### src/rtl/flg_pkg.sv
// Shared types for the flanger delay line.
// Assumes the mode pins are active low, with A on bit 1 and B on bit 0.
package flg_pkg;
    typedef enum logic [1:0] {
        RG_NEG_INV = 2'b00,  // negative feedback, inverted wet path
        RG_POS     = 2'b01,  // positive feedback
        RG_NEG     = 2'b10,  // negative feedback
        RG_NONE    = 2'b11   // no feedback
    } regen_mode_e;
endpackage

### src/rtl/flg_index_ctrl.sv
// Index control: runs the post-reset mid-scale fill and keeps the
// circular record index. It derives the play index from the delay offset.
// Assumes accept is never high while busy.
module flg_index_ctrl #(
    parameter int ADDR_W = 8
) (
    input  logic              clk,
    input  logic              rst_n,
    input  logic              accept,
    input  logic [ADDR_W-1:0] delay_off,
    output logic              busy,
    output logic [ADDR_W-1:0] fill_idx,
    output logic [ADDR_W-1:0] wr_idx,
    output logic [ADDR_W-1:0] rd_idx
);
    localparam logic [ADDR_W-1:0] LAST = '1;

    // Fill sequencer: one entry per cycle until the last address.
    always_ff @(posedge clk) begin
        if (!rst_n) begin
            fill_idx <= '0;
            busy     <= 1'b1;
        end else if (busy) begin
            fill_idx <= fill_idx + 1'b1;
            if (fill_idx == LAST) busy <= 1'b0;
        end
    end

    // Record index: advances once per accepted strobe, wrapping naturally.
    always_ff @(posedge clk) begin
        if (!rst_n)      wr_idx <= '0;
        else if (accept) wr_idx <= wr_idx + 1'b1;
    end

    // Play index trails the record index by the offset, modulo the depth.
    always_comb rd_idx = wr_idx - delay_off;

    p_step_r3: assert property (@(posedge clk) disable iff (!rst_n)
        accept |=> wr_idx == ADDR_W'($past(wr_idx) + 1'b1));
    p_idle_r3: assert property (@(posedge clk) disable iff (!rst_n)
        !accept |=> $stable(wr_idx));
    p_no_accept_busy_r2: assert property (@(posedge clk) disable iff (!rst_n)
        busy |-> !accept);
    p_busy_sticky_r1: assert property (@(posedge clk) disable iff (!rst_n)
        !busy |=> !busy);
    p_fill_done_r1: assert property (@(posedge clk) disable iff (!rst_n)
        $fell(busy) |-> fill_idx == '0);
endmodule

### src/rtl/flg_sample_store.sv
// Circular sample buffer with one write port and one combinational read.
// A read that hits the address being written returns the new data.
// No reset: contents are set by the fill sequence.
module flg_sample_store #(
    parameter int SAMPLE_W = 10,
    parameter int ADDR_W   = 8
) (
    input  logic                clk,
    input  logic                we,
    input  logic [ADDR_W-1:0]   waddr,
    input  logic [SAMPLE_W-1:0] wdata,
    input  logic [ADDR_W-1:0]   raddr,
    output logic [SAMPLE_W-1:0] rdata
);
    localparam int DEPTH = 1 << ADDR_W;

    logic [SAMPLE_W-1:0] mem [DEPTH];

    // Write port.
    always_ff @(posedge clk) begin
        if (we) mem[waddr] <= wdata;
    end

    // Read port with same-address bypass, so a zero delay returns the live sample.
    always_comb rdata = (we && (raddr == waddr)) ? wdata : mem[raddr];
endmodule

### src/rtl/flg_regen.sv
// Regeneration: forms the sample to record from the input and the previous
// played sample, according to the mode. Purely combinational.
module flg_regen
    import flg_pkg::*;
#(
    parameter int SAMPLE_W = 10
) (
    input  logic [SAMPLE_W-1:0] din,
    input  logic [SAMPLE_W-1:0] fb,
    input  regen_mode_e         mode,
    output logic [SAMPLE_W-1:0] rec
);
    logic [SAMPLE_W-1:0] fb_pol;
    logic [SAMPLE_W:0]   sum;

    // Feedback polarity: negative modes use the one's complement.
    always_comb begin
        unique case (mode)
            RG_NEG, RG_NEG_INV: fb_pol = ~fb;
            default:            fb_pol = fb;
        endcase
    end

    // Average with carry kept, or bypass when feedback is off.
    always_comb begin
        sum = {1'b0, din} + {1'b0, fb_pol};
        rec = (mode == RG_NONE) ? din : SAMPLE_W'(sum >> 1);
    end
endmodule

### src/rtl/flg_mixer.sv
// Wet/dry mixer: equal-weight average of the recorded and played samples,
// with the wet path complemented in the inverted-mix mode. Combinational.
module flg_mixer
    import flg_pkg::*;
#(
    parameter int SAMPLE_W = 10
) (
    input  logic [SAMPLE_W-1:0] rec,
    input  logic [SAMPLE_W-1:0] played,
    input  regen_mode_e         mode,
    output logic [SAMPLE_W-1:0] mix
);
    logic [SAMPLE_W-1:0] wet;
    logic [SAMPLE_W:0]   sum;

    // Wet polarity and 50:50 sum with the carry retained.
    always_comb begin
        wet = (mode == RG_NEG_INV) ? ~played : played;
        sum = {1'b0, rec} + {1'b0, wet};
        mix = SAMPLE_W'(sum >> 1);
    end
endmodule

### src/rtl/flanger_delay_line.sv
// Flanger delay line top. Per accepted strobe, in one cycle: record a sample,
// read the delayed one, update the feedback and register the mix.
// Assumes the inputs are stable in the cycle the strobe is high.
module flanger_delay_line
    import flg_pkg::*;
#(
    parameter int SAMPLE_W = 10,
    parameter int ADDR_W   = 8
) (
    input  logic                clk,
    input  logic                rst_n,
    input  logic                smp_valid,
    input  logic [SAMPLE_W-1:0] smp_in,
    input  logic [ADDR_W-1:0]   delay_off,
    input  logic [1:0]          regen_mode_n,
    output logic                busy,
    output logic                mix_valid,
    output logic [SAMPLE_W-1:0] mix_out
);
    localparam logic [SAMPLE_W-1:0] MID = SAMPLE_W'(1) << (SAMPLE_W - 1);

    logic                accept;
    regen_mode_e         mode;
    logic [ADDR_W-1:0]   fill_idx, wr_idx, rd_idx, waddr;
    logic [SAMPLE_W-1:0] fb_q, rec, played, mix, wdata;
    logic                we;

    // Strobe qualification and mode decode for this sample.
    always_comb begin
        accept = smp_valid && !busy;
        mode   = regen_mode_e'(regen_mode_n);
    end

    flg_index_ctrl #(.ADDR_W(ADDR_W)) u_idx (
        .clk(clk), .rst_n(rst_n), .accept(accept), .delay_off(delay_off),
        .busy(busy), .fill_idx(fill_idx), .wr_idx(wr_idx), .rd_idx(rd_idx)
    );

    flg_regen #(.SAMPLE_W(SAMPLE_W)) u_regen (
        .din(smp_in), .fb(fb_q), .mode(mode), .rec(rec)
    );

    // Write source: mid-scale during the fill, the recorded sample afterwards.
    always_comb begin
        we    = busy || accept;
        waddr = busy ? fill_idx : wr_idx;
        wdata = busy ? MID : rec;
    end

    flg_sample_store #(.SAMPLE_W(SAMPLE_W), .ADDR_W(ADDR_W)) u_store (
        .clk(clk), .we(we), .waddr(waddr), .wdata(wdata),
        .raddr(rd_idx), .rdata(played)
    );

    flg_mixer #(.SAMPLE_W(SAMPLE_W)) u_mix (
        .rec(rec), .played(played), .mode(mode), .mix(mix)
    );

    // Output and feedback registers, updated only by accepted strobes.
    always_ff @(posedge clk) begin
        if (!rst_n) begin
            fb_q      <= MID;
            mix_out   <= MID;
            mix_valid <= 1'b0;
        end else begin
            mix_valid <= accept;
            if (accept) begin
                fb_q    <= played;
                mix_out <= mix;
            end
        end
    end

    p_pulse_r9: assert property (@(posedge clk) disable iff (!rst_n)
        accept |=> mix_valid);
    p_no_pulse_r9: assert property (@(posedge clk) disable iff (!rst_n)
        !accept |=> !mix_valid);
    p_hold_r9: assert property (@(posedge clk) disable iff (!rst_n)
        !accept |=> $stable(mix_out));
    p_fb_track_r10: assert property (@(posedge clk) disable iff (!rst_n)
        accept |=> fb_q == $past(played));
    p_bypass_r4: assert property (@(posedge clk) disable iff (!rst_n)
        (accept && delay_off == '0) |-> played == rec);
    p_dry_r5: assert property (@(posedge clk) disable iff (!rst_n)
        (accept && mode == RG_NONE) |-> rec == smp_in);
endmodule

### config.mk
export PLATFORM = sky130hd
export DESIGN_NAME = flanger_delay_line
export DESIGN_NICKNAME = d
export VERILOG_FILES = /design/src/rtl/flg_pkg.sv /design/src/rtl/flg_index_ctrl.sv /design/src/rtl/flg_sample_store.sv /design/src/rtl/flg_regen.sv /design/src/rtl/flg_mixer.sv /design/src/rtl/flanger_delay_line.sv
export SDC_FILE = /design/constraint.sdc
export NUM_CORES = 2
export LEC_CHECK = 0
export BUFFER_PORTS_ARGS = -buffer_cell sky130_fd_sc_hd__buf_2
export CORE_MARGIN = 3
export CORE_UTILIZATION = 45
export DETAILED_ROUTE_END_ITERATION = 10
export PLACE_DENSITY = 0.67
export SKIP_LAST_GASP = 1
export SLEW_MARGIN = 20
export SYNTH_ARGS = -nofsm -noshare
export SYNTH_HDL_FRONTEND = slang
export SYNTH_SLANG_ARGS = --single-unit
### constraint.sdc
create_clock -name clk -period 34.7 [get_ports clk]
set_clock_uncertainty 0.15 [all_clocks]
set_input_delay 1.735 -clock clk [delete_from_list [all_inputs] [get_ports clk]]
set_output_delay 1.735 -clock clk [all_outputs]
set_load 0.1 [all_outputs]
### Word level (Yosys, flattened, before mapping)

Memory sizes are Yosys's and may differ from the RTL's.
Index checks and enable logic that the tools add are counted.

| operators by class | value |
|---|---|
| add/subtract/negate cells | 5 |
| $mul | 0 |
| divide/modulo/power cells | 0 |
| magnitude comparators | 0 |
| eq/ne operators | 4 |
| shift-type cells | 0 |
| muxes and demuxes | 10 |
| bitwise operators | 2 |
| reductions and logical operators | 6 |

Operators by type and width:

| kind | number |
|---|---|
| 10-bit two-way mux | 5 |
| 10-bit by 10-bit adder with 11-bit output | 2 |
| 10-bit NOT | 2 |
| 8-bit by 1-bit adder with 8-bit output (second input constant) | 2 |
| 8-bit equality test | 1 |
| 8-bit equality test (second input constant) | 1 |
| 8-bit two-way mux | 1 |
| 8-bit subtractor | 1 |
| 2-bit equality test (second input constant) | 2 |
| 1-bit two-way mux | 4 |
| 1-bit logical AND | 2 |
| 2-bit zero test | 1 |
| 2-bit OR reduction | 1 |
| 1-bit zero test | 1 |
| 1-bit logical OR | 1 |

| storage, ports and cells | value |
|---|---|
| bits in registers | 38 |
| bits in latches | 0 |
| memory bits (writable) | 2,560 |
| ROM bits | 0 |
| input port bits | 23 |
| output and inout bits | 12 |
| word-level logic and storage cells | 34 |
| memories kept | 1 |

Memories:

| memory | words | bits a word | rd ports | clocked after memory_dff | wr ports | RTL line | RTL |
|---|---|---|---|---|---|---|---|
| u_store.mem | 256 | 10 | 1 | 0 | 1 | flg_sample_store.sv:17 | `logic [SAMPLE_W-1:0] mem [DEPTH];` |

### Depth between registers and ports, before layout

| logic depth | value |
|---|---|
| depth in word-level cells | 10 |
| depth in mapped cells | 30 |
| depth with buffers taken out | 26 |

### By module

Synthesis repeated with hierarchy kept, for this count alone.

| second synthesis, totals | value |
|---|---|
| cells, all modules | 5,154 |
| area, all modules | 102,420.7 sq um |

By module, submodules not included:

| module | instances | cells an instance | area each (sq um) | seq. area each (sq um) |
|---|---|---|---|---|
| flg_sample_store | 1 | 4,767 | 99,126.3 | 76,873.7 |
| flg_index_ctrl | 1 | 117 | 1,073.5 | 340.3 |
| flanger_delay_line | 1 | 111 | 1,013.5 | 420.4 |
| flg_regen | 1 | 100 | 725.7 | 0.0 |
| flg_mixer | 1 | 59 | 481.7 | 0.0 |

### Least setup slack after synthesis

Ideal clock, no wire load.

| timing path | value |
|---|---|
| path kind | input-to-reg |
| start point | input regen_mode_n[0] |
| end point | register mix_out[8] |
| arrival | 12,880 ps |
| required time | 34,427 ps |
| setup slack | 21,547 ps |
| stages | 22 |
| path buffers | 2 |
| path through | clkbuf_1 -> buf_1 -> xnor2_1 -> inv_1 -> fa_1 -> nor2b_1 -> o21ai_0 -> a21boi_0 -> o21ai_0 -> a21boi_0 -> o21ai_0 -> nor3b_1 -> o21ai_0 -> o21a_1 -> nor2b_1 -> a21oi_1 -> xnor2_1 -> ha_1 -> nand3_1 -> or3_1 -> o311ai_1 -> mux2_1 |

| on the way | value |
|---|---|
| cells in the longest elaborated chain, start to end | 10 |

RTL lines:

| item | RTL line | RTL |
|---|---|---|
| start, declared | flanger_delay_line.sv:15 | `input logic [1:0] regen_mode_n,` |
| 2-bit equality test or 2-bit zero test (tied branches) | flg_regen.sv:18 | `unique case (mode)` |
| 2-bit OR reduction | flg_regen.sv:18 |  |
| 10-bit two-way mux | flg_regen.sv:18 |  |
| 10-bit by 10-bit adder with 11-bit output | flg_regen.sv:26 | `sum = {1'b0, din} + {1'b0, fb_pol};` |
| 10-bit two-way mux (*) | flg_regen.sv:27 | `rec = (mode == RG_NONE) ? din : SAMPLE_W'(sum >> 1);` |
| 10-bit two-way mux (*) | flanger_delay_line.sv:47 | `wdata = busy ? MID : rec;` |
| via u_store.wdata[7] | flg_sample_store.sv:11 | `input logic [SAMPLE_W-1:0] wdata,` |
| 10-bit two-way mux (*) | flg_sample_store.sv:25 | `always_comb rdata = (we && (raddr == waddr)) ? wdata : mem[raddr];` |
| 10-bit NOT | flg_mixer.sv:18 | `wet = (mode == RG_NEG_INV) ? ~played : played;` |
| 10-bit two-way mux (*) | flg_mixer.sv:18 |  |
| 10-bit by 10-bit adder with 11-bit output (*) | flg_mixer.sv:19 | `sum = {1'b0, rec} + {1'b0, wet};` |
| end signal, assigned | flanger_delay_line.sv:69 | `mix_out <= mix;` |
| end, declared | flanger_delay_line.sv:18 | `output logic [SAMPLE_W-1:0] mix_out` |

The timed path passes the listed nets; every way through them passes the cells marked *.
A chain may end at the register's enable or synchronous reset.

### Worst setup path in the final report

| timing path | value |
|---|---|
| start point | input delay_off[0] |
| end point | register mix_out[9] |

| on the way | value |
|---|---|
| cells in the longest elaborated chain, start to end | 7 |

RTL lines:

| item | RTL line | RTL |
|---|---|---|
| start, declared | flanger_delay_line.sv:14 | `input logic [ADDR_W-1:0] delay_off,` |
| 8-bit subtractor (*) | flg_index_ctrl.sv:36 | `always_comb rd_idx = wr_idx - delay_off;` |
| branches (longest 2 deep; another with memory 256 x 10 bit) | - |  |
| 10-bit two-way mux (*) | flg_sample_store.sv:25 |  |
| 10-bit NOT | flg_mixer.sv:18 |  |
| 10-bit two-way mux (*) | flg_mixer.sv:18 |  |
| 10-bit by 10-bit adder with 11-bit output (*) | flg_mixer.sv:19 |  |

Mark *: on every way between the ends.

==> results.txt <==
The run finished with clean final reports. After synthesis, the share of flip-flops with an asynchronous set or reset is 0%. The worst max-slew margin expressed relative to the limit was 15.3%. For this run, the detailed router's first-pass iteration total came to 6. Clock-pin slew was measured on the worst setup and hold paths at 60 ps.

After the first detailed-routing iteration, the DRC count stood at 6,922. The logs give 49,600 for the routed via count and 52.7% for the sequential fraction of design power. TritonCTS built the clock tree. The worst setup path is captured at a flop. In the final design database the tool counted 4,944 nets. Yosys attributes the largest share of cell area to edfxtp_1 75%, mux4_2 17%, nor2_1 1.0%, nand2_1 0.80%, dfxtp_1 0.74%. Once the clock tree was built, the resizer swapped 0 gates to a different size. The number of clock sinks seen by CTS is 2,598, and the largest net degree at the start of global routing is 258. The die covers 233,000 sq um. For the number of buffers added by the clock tree synthesis step, the log shows 239. In this run the horizontal extent of the chip is 482 um. The path with the worst hold slack has its endpoint at fb_q[8].

The routed wire length came out at 247,000 um. The synthesized design contains 2,598 register bits. The number of standard cells in the layout, taps in and fillers out came out at 8,088. Derived from the worst setup path, the maximum achievable clock frequency is 103 MHz. The post-CTS setup-driven buffer insertion count is 0, and the global-route usage over all layers is 21.3%.

The worst min-delay path category is reg -> reg. Dividing total power by cell area gives a power density of 56.1 nW/um^2. For flop-to-flop paths, the worst setup slack is 25,150 ps. Of the available clock period, the critical path in the final layout requires 28.1%. The switching power of the nets came out at 0.00140 W. The number of antenna violations at the first check in global routing was 5; the share of final-layout standard cells stronger than drive strength 1 was 29.7%.

The total overflow left after global routing is 0. The area share of the leading cell type in the synthesized netlist was 75.3%; the number of endpoints with negative hold slack in the final report was 0. The logs give 0 ps for the aggregate negative setup slack and 359,000 um for the first-pass GRT wire length.

Total of warnings raised by yosys: 0. Of all nets on the critical path, the largest fanout is 130. The tools report the source of the worst register-to-register timing path as u_idx.wr_idx[0]. The number of top-level pins is 35, and the depth of the worst hold-timing path is 2.

After technology mapping, the gate count stands at 4,682. STA puts the critical path data arrival time at 10,340 ps. Clock latency on the worst-skew pair, taken at its later pin, is 890 ps. The final-report max-slew violation count came out at 0. The combined area of the multi-input logic cells is 23,800 sq um. The die is 482 um tall. After detailed placement, the design holds a cell count of 7,636.

In this run, synthesis inferred 2,560 flip-flops with an integrated enable. The startpoint identified for the worst hold timing path is fb_q[8]. The run gives 6.7% as the part of the power in combinational logic.

The run gives 0 as the final routed DRC violation total. For this run, the leading register cell type out of synthesis is edfxtp_1. Measured in cells, the most critical reg-to-reg path has a length of 25. The floorplan has 174 rows. At the end of routability-driven placement, the weighted congestion stood at 0.829. Setup repair after global routing left no endpoint under its margin. The required time reported for the critical path endpoint came out at 35,290 ps. In this run, post-CTS hold repair placed 0 buffers. Dividing the detail-routed via count by the number of cells gives 6.13. The core region is 225,000 sq um.

The analysis attributes to cell leakage a power of 36.2 nW. For the flip-flop and latch area, the log shows 77,600 sq um. The maximum VDD drop is 45.0 uV, and the switching part of the total is 21.7%. The tools report the final-layout fill cell count as 17,300.

The cell-internal power was 0.00505 W. The clock share of power was 40.6%; the number of routed nets with antenna violations was 0. The clock passes through at most 3 buffers. The tools report the count of maximum capacitance violations as 0.

The worst setup path is of the in -> reg kind. Cell taking the most area after synthesis: edfxtp_1. The initial utilization of the core area, before any placement, comes to 45.3%. The number of library cell types mapped by synthesis was 66; the detailed-route wire length per cell was 30.5 um. Tracing the worst setup path back leads to its startpoint at delay_off[0]. In this run the cell area of the synthesized design comes to 102,000 sq um.

The kind of start point of the critical path is a primary input. Synthesis produced a netlist with a net count of 4,736. The endpoint identified for the worst register-to-register timing path is mix_out[9]. For this run, the register share of the synthesized area comes to 76.0%. Pin slew with the least headroom to its limit: 1270 ps. The tools report the root buffer cell as clkbuf_16. The total setup violations reported at the end of the flow came out at 0. From synthesis to final layout, the design area changed by 12.6%. For the via count of the first global-routing pass, the log shows 49,400. Port buffering added 34 buffers.

A synthesized cell averages 21.8 sq um. The clock period minus worst slack was 9750 ps; the H-tree depth was 4. The HPWL after detailed placement is 144,000 um.
[flip-flops by register name, indices dropped and copies added, names as in the netlist]
name	flops
u_store.mem	2560
u_idx.wr_idx	8
mix_out	10
u_idx.busy	1
mix_valid	1
fb_q	10
u_idx.fill_idx	8
[cell usage after synthesis (11+ instances only)]
cell type	n
nand3_1	51
a211oi_1	25
nor2_1	281
inv_1	33
a21oi_1	34
a311oi_1	19
ha_1	28
mux2i_1	28
clkbuf_1	176
nand2_1	217
dfxtp_1	38
nor2b_1	19
o21ai_0	39
nor3_1	13
buf_1	47
edfxtp_1	2560
mux4_2	786
xnor2_1	45
and2_1	16
a31oi_1	21
nand2b_1	11
buf_2	41
and3_1	25
o32ai_1	12
[worst max-delay path by stage]
stage / to / cells after the start
after floorplan: mix_out[8] / 22
after global placement: mix_out[9] / 26
after detailed placement: mix_out[9] / 26
after CTS: mix_out[9] / 26
after global routing: mix_out[7] / 26
final: mix_out[9] / 25
[critical path, stage by stage]
cell and delay [ps]:
buf_2 130, ha_1 210, fa_4 1310, buf_12 600, buf_4 900, buf_4 770
mux4_2 370, mux4_2 250, nand2_1 110, a311oi_1 1020, a211oi_1 100, a211oi_1 370
a21oi_1 120, xnor2_1 150, ha_1 380, o21ai_0 130, nand2b_1 120, a21oi_1 200
o21bai_1 120, nand2_1 80, nand2_1 60, a21o_1 200, a21o_1 180, a211oi_1 250
o21ai_0 120
[cell families (layout without fill, tap and decap cells)]
group | after synthesis | in the layout | share of synthesized area [%]
DFF | 2598 | 2598 | 76.0
muxes | 820 | 820 | 17.7
and+or+nand+nor | 664 | 664 | 2.79
buffers and inverters | 302 | 715 | 1.19
AOI/OAI and AO/OA | 211 | 211 | 1.42
xor gates and xnor gates | 56 | 56 | 0.506
adders and majority gates | 31 | 31 | 0.402
other | 0 | 1 | 0
[final cells by class]
type / count / area share (%)
Inverter: 33 / 0.108
Timing Repair Buffer: 236 / 1.64
Antenna cell: 1 / 0.00218
Clock buffer: 286 / 5.42
Sequential cell: 2598 / 67.5
Tap cell: 2992 / 3.26
Clock inverter: 160 / 1.39
Multi-Input combinational cell: 1782 / 20.7
[metrics by stage]
step	hold WS, ps	worst slack (ps)	utilization, %	cell area, sq um	total power (W)
3_5_place_dp	350	24100	47.5	107000	0.00389
2_1_floorplan	313	21550	-	102000	0.00375
4_1_cts	358	25060	50.9	115000	0.00649
3_3_place_gp	344	23980	47.4	107000	0.00389
5_1_grt	387	24510	51.0	115000	0.00663
6_report	370	24950	51.0	115000	0.00645
[metal layers]
metal | wire length [um] | up-vias | GRT usage, %
li1 | - | 20000 | -
met2 | 117000 | 2584 | 32.7
met3 | 23600 | 360 | 4.61
met4 | 7370 | 2 | 6.57
met1 | 99000 | 26600 | 30.8
met5 | 13 | - | 0
[power groups by stage]
stage / registers [W] / logic [W] / clock network [W]
2_1_floorplan: 0.00346 / 0.000285 / 0
4_1_cts: 0.00340 / 0.000431 / 0.00266
3_5_place_dp: 0.00347 / 0.000428 / 0
5_1_grt: 0.00340 / 0.000451 / 0.00278
3_3_place_gp: 0.00346 / 0.000427 / 0
6_report: 0.00340 / 0.000432 / 0.00262
[cell usage in the layout, fill, tap and decap left out, types with 42 or more instances in the layout]
| master | count |
|---|---|
| clkinv_2 | 48 |
| mux4_2 | 786 |
| edfxtp_1 | 2560 |
| clkbuf_16 | 241 |
| clkinv_1 | 53 |
| nand2_1 | 217 |
| clkbuf_1 | 42 |
| nor2_2 | 91 |
| nor2_1 | 189 |
| nand3_1 | 44 |
| buf_4 | 186 |
No activity file was read; power rests on OpenSTA's default activity.
